--- src/rtl/optrace_pkg.sv ---
// Shared types for the operand trace serializer.
// Assumes a fixed four-bit trace nibble.
package optrace_pkg;

    localparam int NIB_W = 4;

    typedef enum logic [1:0] {
        SZ_BYTE = 2'b00,
        SZ_WORD = 2'b01,
        SZ_LONG = 2'b10,
        SZ_RSVD = 2'b11
    } opsize_e;

    // Marker nibble shown ahead of the data: byte 1001, word 1010, long 1011.
    function automatic logic [NIB_W-1:0] size_marker(opsize_e s);
        return 4'(4'b1001 + {2'b00, s});
    endfunction

endpackage

--- src/rtl/optrace_filter.sv ---
// Capture filter: decides whether an offered transfer is taken.
// Assumes mode bit 0 enables writes, mode bit 1 enables reads,
// and that the reserved size code is never taken.
module optrace_filter
    import optrace_pkg::*;
(
    input  logic       valid,
    input  opsize_e    size,
    input  logic       write,
    input  logic [1:0] mode,
    output logic       take
);

    logic dir_ok;

    // Direction match against the capture mode.
    always_comb begin
        dir_ok = write ? mode[0] : mode[1];
        take   = valid && dir_ok && (size != SZ_RSVD);
    end

endmodule

--- src/rtl/optrace_slot.sv ---
// Single-entry holding slot for a captured transfer that waits for the engine.
// Assumes the caller asserts put only when the slot is empty or is being emptied.
module optrace_slot
    import optrace_pkg::*;
#(
    parameter int DATA_W = 32
) (
    input  logic              clk,
    input  logic              rst_n,
    input  logic              put,
    input  logic [DATA_W-1:0] put_data,
    input  opsize_e           put_size,
    input  logic              drain,
    output logic              full,
    output logic [DATA_W-1:0] data,
    output opsize_e           size
);

    // Slot occupancy and contents.
    always_ff @(posedge clk) begin
        if (!rst_n) begin
            full <= 1'b0;
            data <= '0;
            size <= SZ_BYTE;
        end else if (put) begin
            full <= 1'b1;
            data <= put_data;
            size <= put_size;
        end else if (drain) begin
            full <= 1'b0;
        end
    end

endmodule

--- src/rtl/optrace_shift.sv ---
// Frame engine: on load, shows the size marker, then shifts out the data one
// nibble per cycle, least significant first. Assumes load is only raised
// while idle or in the last data nibble cycle (last high).
module optrace_shift
    import optrace_pkg::*;
#(
    parameter int DATA_W = 32
) (
    input  logic              clk,
    input  logic              rst_n,
    input  logic              load,
    input  logic [DATA_W-1:0] ld_data,
    input  opsize_e           ld_size,
    output logic [NIB_W-1:0]  nib,
    output logic              busy,
    output logic              last
);

    localparam int LONG_NIBS = DATA_W / NIB_W;
    localparam int WORD_NIBS = LONG_NIBS / 2;
    localparam int BYTE_NIBS = LONG_NIBS / 4;
    localparam int CNT_W     = $clog2(LONG_NIBS + 1);

    logic [DATA_W-1:0] sh;
    logic [CNT_W-1:0]  rem;

    // Number of data nibbles in a frame of the given size.
    function automatic logic [CNT_W-1:0] nib_total(opsize_e s);
        case (s)
            SZ_BYTE: return CNT_W'(BYTE_NIBS);
            SZ_WORD: return CNT_W'(WORD_NIBS);
            default: return CNT_W'(LONG_NIBS);
        endcase
    endfunction

    // Marker load, nibble shift and return to idle.
    always_ff @(posedge clk) begin
        if (!rst_n) begin
            nib  <= '0;
            busy <= 1'b0;
            rem  <= '0;
            sh   <= '0;
        end else if (load) begin
            nib  <= size_marker(ld_size);
            sh   <= ld_data;
            rem  <= nib_total(ld_size);
            busy <= 1'b1;
        end else if (busy && rem != '0) begin
            nib <= sh[NIB_W-1:0];
            sh  <= sh >> NIB_W;
            rem <= rem - CNT_W'(1);
        end else begin
            nib  <= '0;
            busy <= 1'b0;
        end
    end

    // Final data nibble of the frame is on the output.
    always_comb last = busy && (rem == '0);

endmodule

--- src/rtl/optrace_ser.sv ---
// Operand trace serializer top: filters offered transfers, holds at most one
// waiting transfer, and drives the nibble engine. Assumes the inputs are
// synchronous to clk.
module optrace_ser
    import optrace_pkg::*;
#(
    parameter int DATA_W = 32
) (
    input  logic              clk,
    input  logic              rst_n,
    input  logic [1:0]        cap_mode,
    input  logic              xfer_valid,
    input  logic [DATA_W-1:0] xfer_data,
    input  logic [1:0]        xfer_size,
    input  logic              xfer_write,
    output logic [3:0]        trace_nib,
    output logic              busy,
    output logic              overflow
);

    logic              cap;
    logic              last;
    logic              free;
    logic              slot_full;
    logic [DATA_W-1:0] slot_data;
    opsize_e           slot_size;
    logic              drain;
    logic              start_in;
    logic              load;
    logic              put;
    logic              drop;
    logic [DATA_W-1:0] ld_data;
    opsize_e           ld_size;
    opsize_e           in_size;

    assign in_size = opsize_e'(xfer_size);

    optrace_filter u_filter (
        .valid (xfer_valid),
        .size  (in_size),
        .write (xfer_write),
        .mode  (cap_mode),
        .take  (cap)
    );

    // Engine hand-off: the slot has priority, then a direct start.
    always_comb begin
        free     = !busy || last;
        drain    = free && slot_full;
        start_in = free && !slot_full && cap;
        load     = drain || start_in;
        put      = cap && !start_in && (!slot_full || drain);
        drop     = cap && !start_in && !put;
        ld_data  = slot_full ? slot_data : xfer_data;
        ld_size  = slot_full ? slot_size : in_size;
    end

    optrace_slot #(.DATA_W(DATA_W)) u_slot (
        .clk      (clk),
        .rst_n    (rst_n),
        .put      (put),
        .put_data (xfer_data),
        .put_size (in_size),
        .drain    (drain),
        .full     (slot_full),
        .data     (slot_data),
        .size     (slot_size)
    );

    optrace_shift #(.DATA_W(DATA_W)) u_shift (
        .clk     (clk),
        .rst_n   (rst_n),
        .load    (load),
        .ld_data (ld_data),
        .ld_size (ld_size),
        .nib     (trace_nib),
        .busy    (busy),
        .last    (last)
    );

    // Sticky record of a lost transfer.
    always_ff @(posedge clk) begin
        if (!rst_n)    overflow <= 1'b0;
        else if (drop) overflow <= 1'b1;
    end

endmodule

--- config.mk ---
export PLATFORM = sky130hd
export DESIGN_NAME = optrace_ser
export DESIGN_NICKNAME = d
export VERILOG_FILES = /design/src/rtl/optrace_pkg.sv /design/src/rtl/optrace_filter.sv /design/src/rtl/optrace_slot.sv /design/src/rtl/optrace_shift.sv /design/src/rtl/optrace_ser.sv
export SDC_FILE = /design/constraint.sdc
export NUM_CORES = 1
export LEC_CHECK = 0
export ABC_AREA = 1
export ABC_CLOCK_PERIOD_IN_PS = 3050
export BUFFER_PORTS_ARGS = -buffer_cell sky130_fd_sc_hd__clkbuf_2
export CAP_MARGIN = 20
export CORE_MARGIN = 4
export CORE_UTILIZATION = 46
export DETAILED_ROUTE_END_ITERATION = 7
export PLACE_DENSITY = 0.66
export SETUP_SLACK_MARGIN = 0.2
export SLEW_MARGIN = 20
export SYNTH_ARGS = -nofsm -noshare
export SYNTH_HDL_FRONTEND = slang
export SYNTH_SLANG_ARGS = --single-unit
--- constraint.sdc ---
create_clock -name clk -period 3.05 [get_ports clk]
set_input_delay 0.61 -clock clk [delete_from_list [all_inputs] [get_ports clk]]
set_output_delay 0.61 -clock clk [all_outputs]
set_load 0.005 [all_outputs]
==> After elaboration in Yosys (flattened, before gate mapping) <==
Index checks and enable logic that the tools add are counted.
{ "word_totals": {"elab_cells": 49, "ff_bits": 77} }
{ "op_classes": {"eq_ne": 3, "n_reduce_logical": 22, "mux": 14, "n_addsub": 2} }
{ "ops": {"columns": ["op", "count"], "rows": [
  ["2-to-1 mux 32 bit", 3],
  ["2-to-1 mux 4 bit", 4],
  ["logical AND 1 bit", 10],
  ["case mux 4 bit (2 select lines)", 1],
  ["2-to-1 mux 1 bit", 5],
  ["adder 4 x 2 -> 4 bit, first input constant", 1],
  ["logical NOT 1 bit", 4],
  ["logical NOT 4 bit", 1],
  ["inequality test 2 bit, second input constant", 2],
  ["nonzero test 2 bit", 2],
  ["nonzero test 4 bit", 1],
  ["subtractor 4 x 1 -> 4 bit, second input constant", 1],
  ["logical OR 1 bit", 3],
  ["equality test 2 x 1 -> 1 bit, second input constant", 1],
  ["logical NOT 2 bit", 1],
  ["2-to-1 mux 2 bit", 1]
]} }

==> Longest topological paths before layout <==
Gate-level depths: netlist of the first run.
{ "depth": {"depth_word": 10, "depth_mapped": 11, "ltp_nobuf": 9} }

==> Modules after synthesis <==
A second synthesis of the first run with hierarchy kept.
{ "hier_totals": {"cells_unflattened": 582, "hier_area_um2": 4017.6} }
{ "modules_own_cells": {"columns": ["mod", "instances", "seq_area_each_um2", "cells_each", "area_each_um2"], "rows": [
  ["optrace_shift", 1, 820.8, 298, 2207.1],
  ["optrace_slot", 1, 700.7, 151, 1221.2],
  ["optrace_ser", 1, 20.0, 124, 553.0],
  ["optrace_filter", 1, 0.0, 9, 36.3]
]} }

==> Least setup slack after synthesis of the first run <==
Ideal clock, no wire load.
{ "synth_path": {"kind": "input to register", "startpoint": "input port xfer_valid", "endpoint": "register u_slot.data[13]", "path_stages": 9, "setup_time_ns": 0.113, "t_arrival_ns": 1.446, "required_ns": 2.937, "path_slack_ns": 1.492, "path_cell_list": "inv_1 a21oi_1 nand2_1 inv_2 nand3_2 buf_4 buf_6 nor2_1 nor2_1"} }
{ "synth_between": {"elab_chain_cells": 6} }
{ "synth_lines": {"columns": ["element", "line", "rtl"], "rows": [
  ["start, declared", "optrace_ser.sv:12", "input logic xfer_valid,"],
  ["logical AND 1 bit (*) (2 in a row)", "optrace_filter.sv:19", "take = valid && dir_ok && (size != SZ_RSVD);"],
  ["logical AND 1 bit", "optrace_ser.sv:50", "start_in = free && !slot_full && cap;"],
  ["logical NOT 1 bit", "optrace_ser.sv:52", "put = cap && !start_in && (!slot_full || drain);"],
  ["logical AND 1 bit (*) (2 in a row)", "optrace_ser.sv:52", null],
  ["end signal, assigned", "optrace_slot.sv:27", "data <= put_data;"],
  ["end, declared", "optrace_slot.sv:15", "output logic [DATA_W-1:0] data,"]
]} }
Mark *: on every way between the ends. The rest lies on a longest branch, timed or not.
A chain may end at the register's enable or synchronous reset.

==> Worst setup path in the final report of the first run <==
{ "layout_path": {"startpoint": "register u_shift.rem[0]", "endpoint": "register u_shift.nib[0]"} }
{ "layout_between": {"elab_chain_cells": 7, "elab_cells_between_ends": 11, "cone_classes": "mux: 2; reduce/logical: 9"} }
{ "layout_lines": {"columns": ["element", "line", "rtl"], "rows": [
  ["start, declared", "optrace_shift.sv:25", "logic [CNT_W-1:0] rem;"],
  ["start signal, assigned", "optrace_shift.sv:46", "rem <= nib_total(ld_size);"],
  ["start signal, assigned", "optrace_shift.sv:51", "rem <= rem - CNT_W'(1);"],
  ["logical NOT 4 bit", "optrace_shift.sv:59", "always_comb last = busy && (rem == '0);"],
  ["logical AND 1 bit", "optrace_shift.sv:59", null],
  ["logical OR 1 bit", "optrace_ser.sv:48", "free = !busy || last;"],
  ["logical AND 1 bit (2 in a row)", "optrace_ser.sv:50", null],
  ["logical OR 1 bit", "optrace_ser.sv:51", "load = drain || start_in;"],
  ["2-to-1 mux 4 bit (*)", "optrace_shift.sv:43", "end else if (load) begin"],
  ["end signal, assigned", "optrace_shift.sv:44", "nib <= size_marker(ld_size);"],
  ["end signal, assigned", "optrace_shift.sv:49", "nib <= sh[NIB_W-1:0];"],
  ["end, declared", "optrace_shift.sv:14", "output logic [NIB_W-1:0] nib,"]
]} }
Marks and branches as above.

==> results.toml, run 1 <==
[status]
status = "finished, final reports clean"

[drt]
num_vias = 3562
firstDrtPassIters = 4
drc_errors = 0
detail-route-antenna-nets = 0
drt-total-wl_microns = 8620
wl_per_cell_microns = 11.7
drtIter0Drc = 261
avgViaCountPerCell = 4.85

[power]
p_leak_nw = 2.35
total_power_mw = 2.02
ir_drop_v = 0.000215
p_per_area_nw_per_um2 = 480

[synth]
syn_nets = 643
ys_seq_area_share_pct = 40.9
netlist_area_sq_um = 3770
avgSynthCellArea_sq_um = 6.30
synthCells = 599
synth_warnings = 0
synth_cell_type_count = 25
ys_seq_elements = 77

[setup_path]
r2r_setup_slack_ns = 0.92
critPathMaxFanout = 47
crit_end = "u_shift.nib[0]"
cp-startpoint = "u_shift.rem[0]"
reg2reg_depth = 9
r2r-end = "u_shift.nib[0]"
critPathKind = "reg -> reg"
arrival_ns = 2.42
critPathRequiredTime_ns = 3.35
timing.rr.start = "u_shift.rem[0]"
end_kind = "flip-flop"
cp-start-kind = "flip-flop"

[finish]
nFillCells = 820
nets = 672
fin_util_pct = 53.7
drive_gt1_share_pct = 12.3
synthToLayoutAreaGrowth_pct = 11.7
antenna_cells = 0

[sta]
tns_ns = 0
drv_slew = 0
fmax_mhz = 470
skew_ns = 0.00699
setup_ws_ns = 0.921
setup_violations = 0
relSlewSlack_pct = 63.4
period_needed_ns = 2.13
final-hold-violation-count = 0
rsz0062_at_grt = "no"
fin_hold_ws_ns = 0.455
worst_slew_pin_slew_ns = 0.549
fin_crit_sh_pct = 69.8

[floorplan]
die_w_microns = 98.6
coreArea_sq_um = 7850
num_rows = 32
initial_core_util_pct = 48.1
ioPinCount = 46
die_height_microns = 98.6
die_area_sq_um = 9710

[cts]
clk_pin_slew_worst_paths_ns = 0.08
clock_sinks = 77
clock_path_buffers = 2
cts_tree = "built"
htree_levels = 3
hold_buffers = 0
post_cts_buffers = 0
numCtsBuffers = 9
clock_latency_ns = 0.35
clockRootBuffer = "clkbuf_8"
ctsResizeCount = 0

[global_route]
grt.overflow.total = 0
grt_first_pass_wirelength_microns = 15100
grt_pass1_vias = 3397
grt_max_degree = 48
grt_usage_pct = 18.7
top_usage_layer = "met2"
antenna_found_initial = 0
grt_util_met3_pct = 4.10
grtUsageMet1_pct = 24.1
grt_use_met2_pct = 30.6

[placement]
post-dp-hpwl_microns = 5690
place_congestion = 0.828
port_buffers = 45
dp_slack_ns = 0.902

[hold_path]
min_path_type = "reg -> reg"
worstHoldPathCells = 2

[run]
drv_cap = 0
worst max-delay path, cell delays in order, from the launching register on:
cell,delay [ns]
dfxtp_1,0.32
inv_1,0.08
ha_1,0.19
nand2_1,0.09
nand2_2,0.07
buf_4,0.43
nand2_1,0.40
nor2_1,0.33
nand2_1,0.08
nand2_1,0.07
flip-flops by register name, indices dropped and copies added (netlist names):
signal and count:
overflow 1, u_shift.sh 32, u_slot.size 2, u_shift.rem 4
u_shift.busy 1, u_slot.full 1, u_slot.data 32, u_shift.nib 4
cells in the mapped netlist, drive strengths merged:
master / count / area share, %
nor3: 1 / 0.13
dfxtp: 77 / 41
nand4: 11 / 1.8
xor2: 1 / 0.23
a31oi: 1 / 0.17
inv: 65 / 6.5
nand2: 227 / 23
a21oi: 3 / 0.40
buf: 26 / 3.9
ha: 4 / 1.3
clkbuf: 10 / 1.0
mux2i: 1 / 0.27
o21ai: 36 / 4.8
nor2: 77 / 7.7
nand3b: 1 / 0.20
nand3: 58 / 8.0
where the power goes:
| part | switching (mW) | total, mW | internal, mW |
|---|---|---|---|
| Clock | 0.376 | 0.758 | 0.382 |
| Sequential | 0.0175 | 1.06 | 1.04 |
| Combinational | 0.135 | 0.211 | 0.0762 |
| Total | 0.528 | 2.02 | 1.50 |
cells by family after synthesis:
logic type / count (synthesis) / share of synthesized area (%)
flip-flops: 77 / 40.9
buffers and inverters: 101 / 11.5
XOR/XNOR: 1 / 0.232
AND/OR/NAND/NOR: 375 / 40.5
multiplexers: 1 / 0.265
adder cells (fa/ha/maj): 4 / 1.33
AO/OA/AOI/OAI: 40 / 5.34
placed cells by master (no fill, tap or decap), types with 4 or more instances in the layout:
cell,instances
buf_4,8
inv_1,61
nor2_1,76
o21ai_0,33
nand4_1,11
nand2_1,226
dfxtp_1,77
ha_1,4
clkbuf_8,13
nand3_1,56
clkbuf_2,45
worst min path at each step:
stage / startpoint / endpoint / slack, ns
after floorplan: u_shift.rem[0] / u_shift.rem[0] / 0.42
after global placement: u_shift.rem[0] / u_shift.rem[0] / 0.44
after detailed placement: u_shift.sh[25] / u_shift.sh[25] / 0.44
after CTS: u_shift.sh[25] / u_shift.sh[25] / 0.46
after global routing: u_shift.sh[17] / u_shift.sh[17] / 0.48
final: u_shift.sh[25] / u_shift.sh[25] / 0.46
through the flow:
stage               cell area [sq um]  std cells
floorplan                        3770        599
global placement                 4020        719
detailed placement               4020        719
CTS                              4220        735
global route                     4220        735
finish                           4220        735
area by class of cell:
cell class	instances	area (sq um)	share of cell area, %
multi-input combinational	421	1800	42.7
sequential	77	1540	36.6
timing repair buffer	54	305	7.24
inverter	65	246	5.85
clock buffer	13	179	4.24
tap	102	128	3.03
clock inverter	3	17.5	0.416
layer usage:
layer / wire length, microns / vias up
li1: - / 1895
met1: 4130 / 1596
met2: 4060 / 61
met3: 324 / 10
met4: 110 / 0
met5: 0 / -
No activity file was read; power rests on OpenSTA's default activity.
==> run 2, diff against run 1 <==
Settings changed: ABC_CLOCK_PERIOD_IN_PS 3050 to 2000.
Clock period 3.05 ns to 2 ns, I/O delays scaled along.
==> results.toml, run 2 (same netlist as run 1, synthesis figures left out) <==
[cts]
clock_latency_ns = 0.35
clock_sinks = 77
clock_path_buffers = 2
post_cts_buffers = 0
clockRootBuffer = "clkbuf_8"
cts_tree = "built"
hold_buffers = 0
clk_pin_slew_worst_paths_ns = 0.08
htree_levels = 3
numCtsBuffers = 9

[finish]
drive_gt1_share_pct = 13.3
nets = 680
layout_commonest_cell = "nand2_1"
fin_util_pct = 55.7
reg_top3 = "u_shift.sh (32), u_slot.data (32)"
stdcell_count = 743
synthToLayoutAreaGrowth_pct = 15.8
final_cell_mix = "nand2_1 (225), dfxtp_1 (77), nor2_1 (76)"
antenna_cells = 0

[hold_path]
worstHoldPathCells = 3
min_path_type = "in -> reg"

[sta]
skew_ns = 0.00863
rsz0062_at_grt = "no"
fmax_mhz = 617
worst_slew_pin_slew_ns = 0.407
relSlewSlack_pct = 72.8
period_needed_ns = 1.62
fin_crit_sh_pct = 81.0
final-hold-violation-count = 0
tns_ns = 0
drv_slew = 0
setup_violations = 0

[floorplan]
die_area_sq_um = 9710
die_w_microns = 98.6
coreArea_sq_um = 7850
num_rows = 32
die_height_microns = 98.6
ioPinCount = 46
initial_core_util_pct = 48.1

[setup_path]
reg2reg_depth = 10
critPathRequiredTime_ns = 2.28
r2r_setup_slack_ns = 0.38
arrival_ns = 1.90
cp-start-kind = "flip-flop"
end_kind = "flip-flop"
critPathKind = "reg -> reg"
critPathMaxFanout = 35

[power]
p_switching_mw = 0.801
seqPwrFrac_pct = 47.7
p_clk_share_pct = 42.3
p_per_area_nw_per_um2 = 772
swShare_pct = 23.7
p_leak_nw = 2.43
combPwrFrac_pct = 9.9
ir_drop_v = 0.000363
p_int_mw = 2.57

[global_route]
grt_first_pass_wirelength_microns = 14300
grt_pass1_vias = 3139
grt.overflow.total = 0
grt_usage_pct = 17.7
antenna_found_initial = 0
grt_max_degree = 70

[drt]
drt-total-wl_microns = 8770
wl_per_cell_microns = 11.8
num_vias = 3592
wl_met1_microns = 4080
avgViaCountPerCell = 4.83
firstDrtPassIters = 5
wl_met3_microns = 515
detail-route-antenna-nets = 0
top_layer = "met4"
drtIter0Drc = 223
met2WireLength_microns = 4090
drc_errors = 0

[placement]
post-dp-hpwl_microns = 5640
dp.cells = 725
place_congestion = 0.826
port_buffers = 45

[status]
status = "finished, final reports clean"

[run]
drv_cap = 0
run 2: area by class of cell:
class / instances / area (sq um)
fillers: 833 / 3480
multi-input cells: 421 / 1810
flip-flops and latches: 77 / 1540
repair buffers: 62 / 399
inverters: 65 / 246
clock buffers: 12 / 145
well taps: 102 / 128
clock inverters: 4 / 95.1
run 2: critical path, cell delays in order, from the launching register on:
cell     delay, ns
dfxtp_1       0.35
inv_1         0.06
ha_1          0.22
nand2_1       0.14
nand2_4       0.13
nand2_2       0.11
nand3_4       0.12
buf_12        0.20
nand2_1       0.07
nand2_1       0.04
nor2_1        0.10
run 2: what timing repair did:
| item | in CTS | in global routing |
|---|---|---|
| endpoints found under the hold margin | 0 | 0 |
| endpoints found under the setup margin | 0 | 34 |
| gates resized for setup | 0 | 3 |
run 2: metal layers:
| layer | track usage [%] | vias to the layer above |
|---|---|---|
| met5 | 0 | - |
| li1 | - | 1906 |
| met4 | 6.72 | 0 |
| met3 | 3.11 | 8 |
| met2 | 28.2 | 72 |
| met1 | 23.8 | 1606 |
run 2: stage by stage:
| step | setup WS, ns | hold slack, ns | area [sq um] | total power, mW |
|---|---|---|---|---|
| 2_1_floorplan | 0.579 | 0.423 | 3770 | 1.86 |
| 3_3_place_gp | 0.391 | 0.435 | 4080 | 1.97 |
| 3_5_place_dp | 0.335 | 0.441 | 4080 | 1.97 |
| 4_1_cts | 0.320 | 0.277 | 4320 | 3.39 |
| 5_1_grt | 0.236 | 0.287 | 4370 | 3.53 |
| 6_report | 0.380 | 0.284 | 4370 | 3.37 |
run 2: final timing paths:
kind / start / to
setup / recovery: u_shift.rem[0] / u_slot.data[17]
hold / removal: xfer_data[25] / u_slot.data[25]
setup reg to reg: u_shift.rem[0] / u_slot.data[17]
hold reg to reg: u_shift.sh[21] / u_shift.sh[21]
run 2: power by group through the flow:
stage               clock [mW]  combinational [mW]  sequential [mW]
finish                    1.43               0.335             1.61
global route              1.52               0.386             1.62
CTS                       1.45               0.330             1.61
detailed placement           0               0.327             1.64
global placement             0               0.324             1.64
floorplan                    0               0.219             1.64
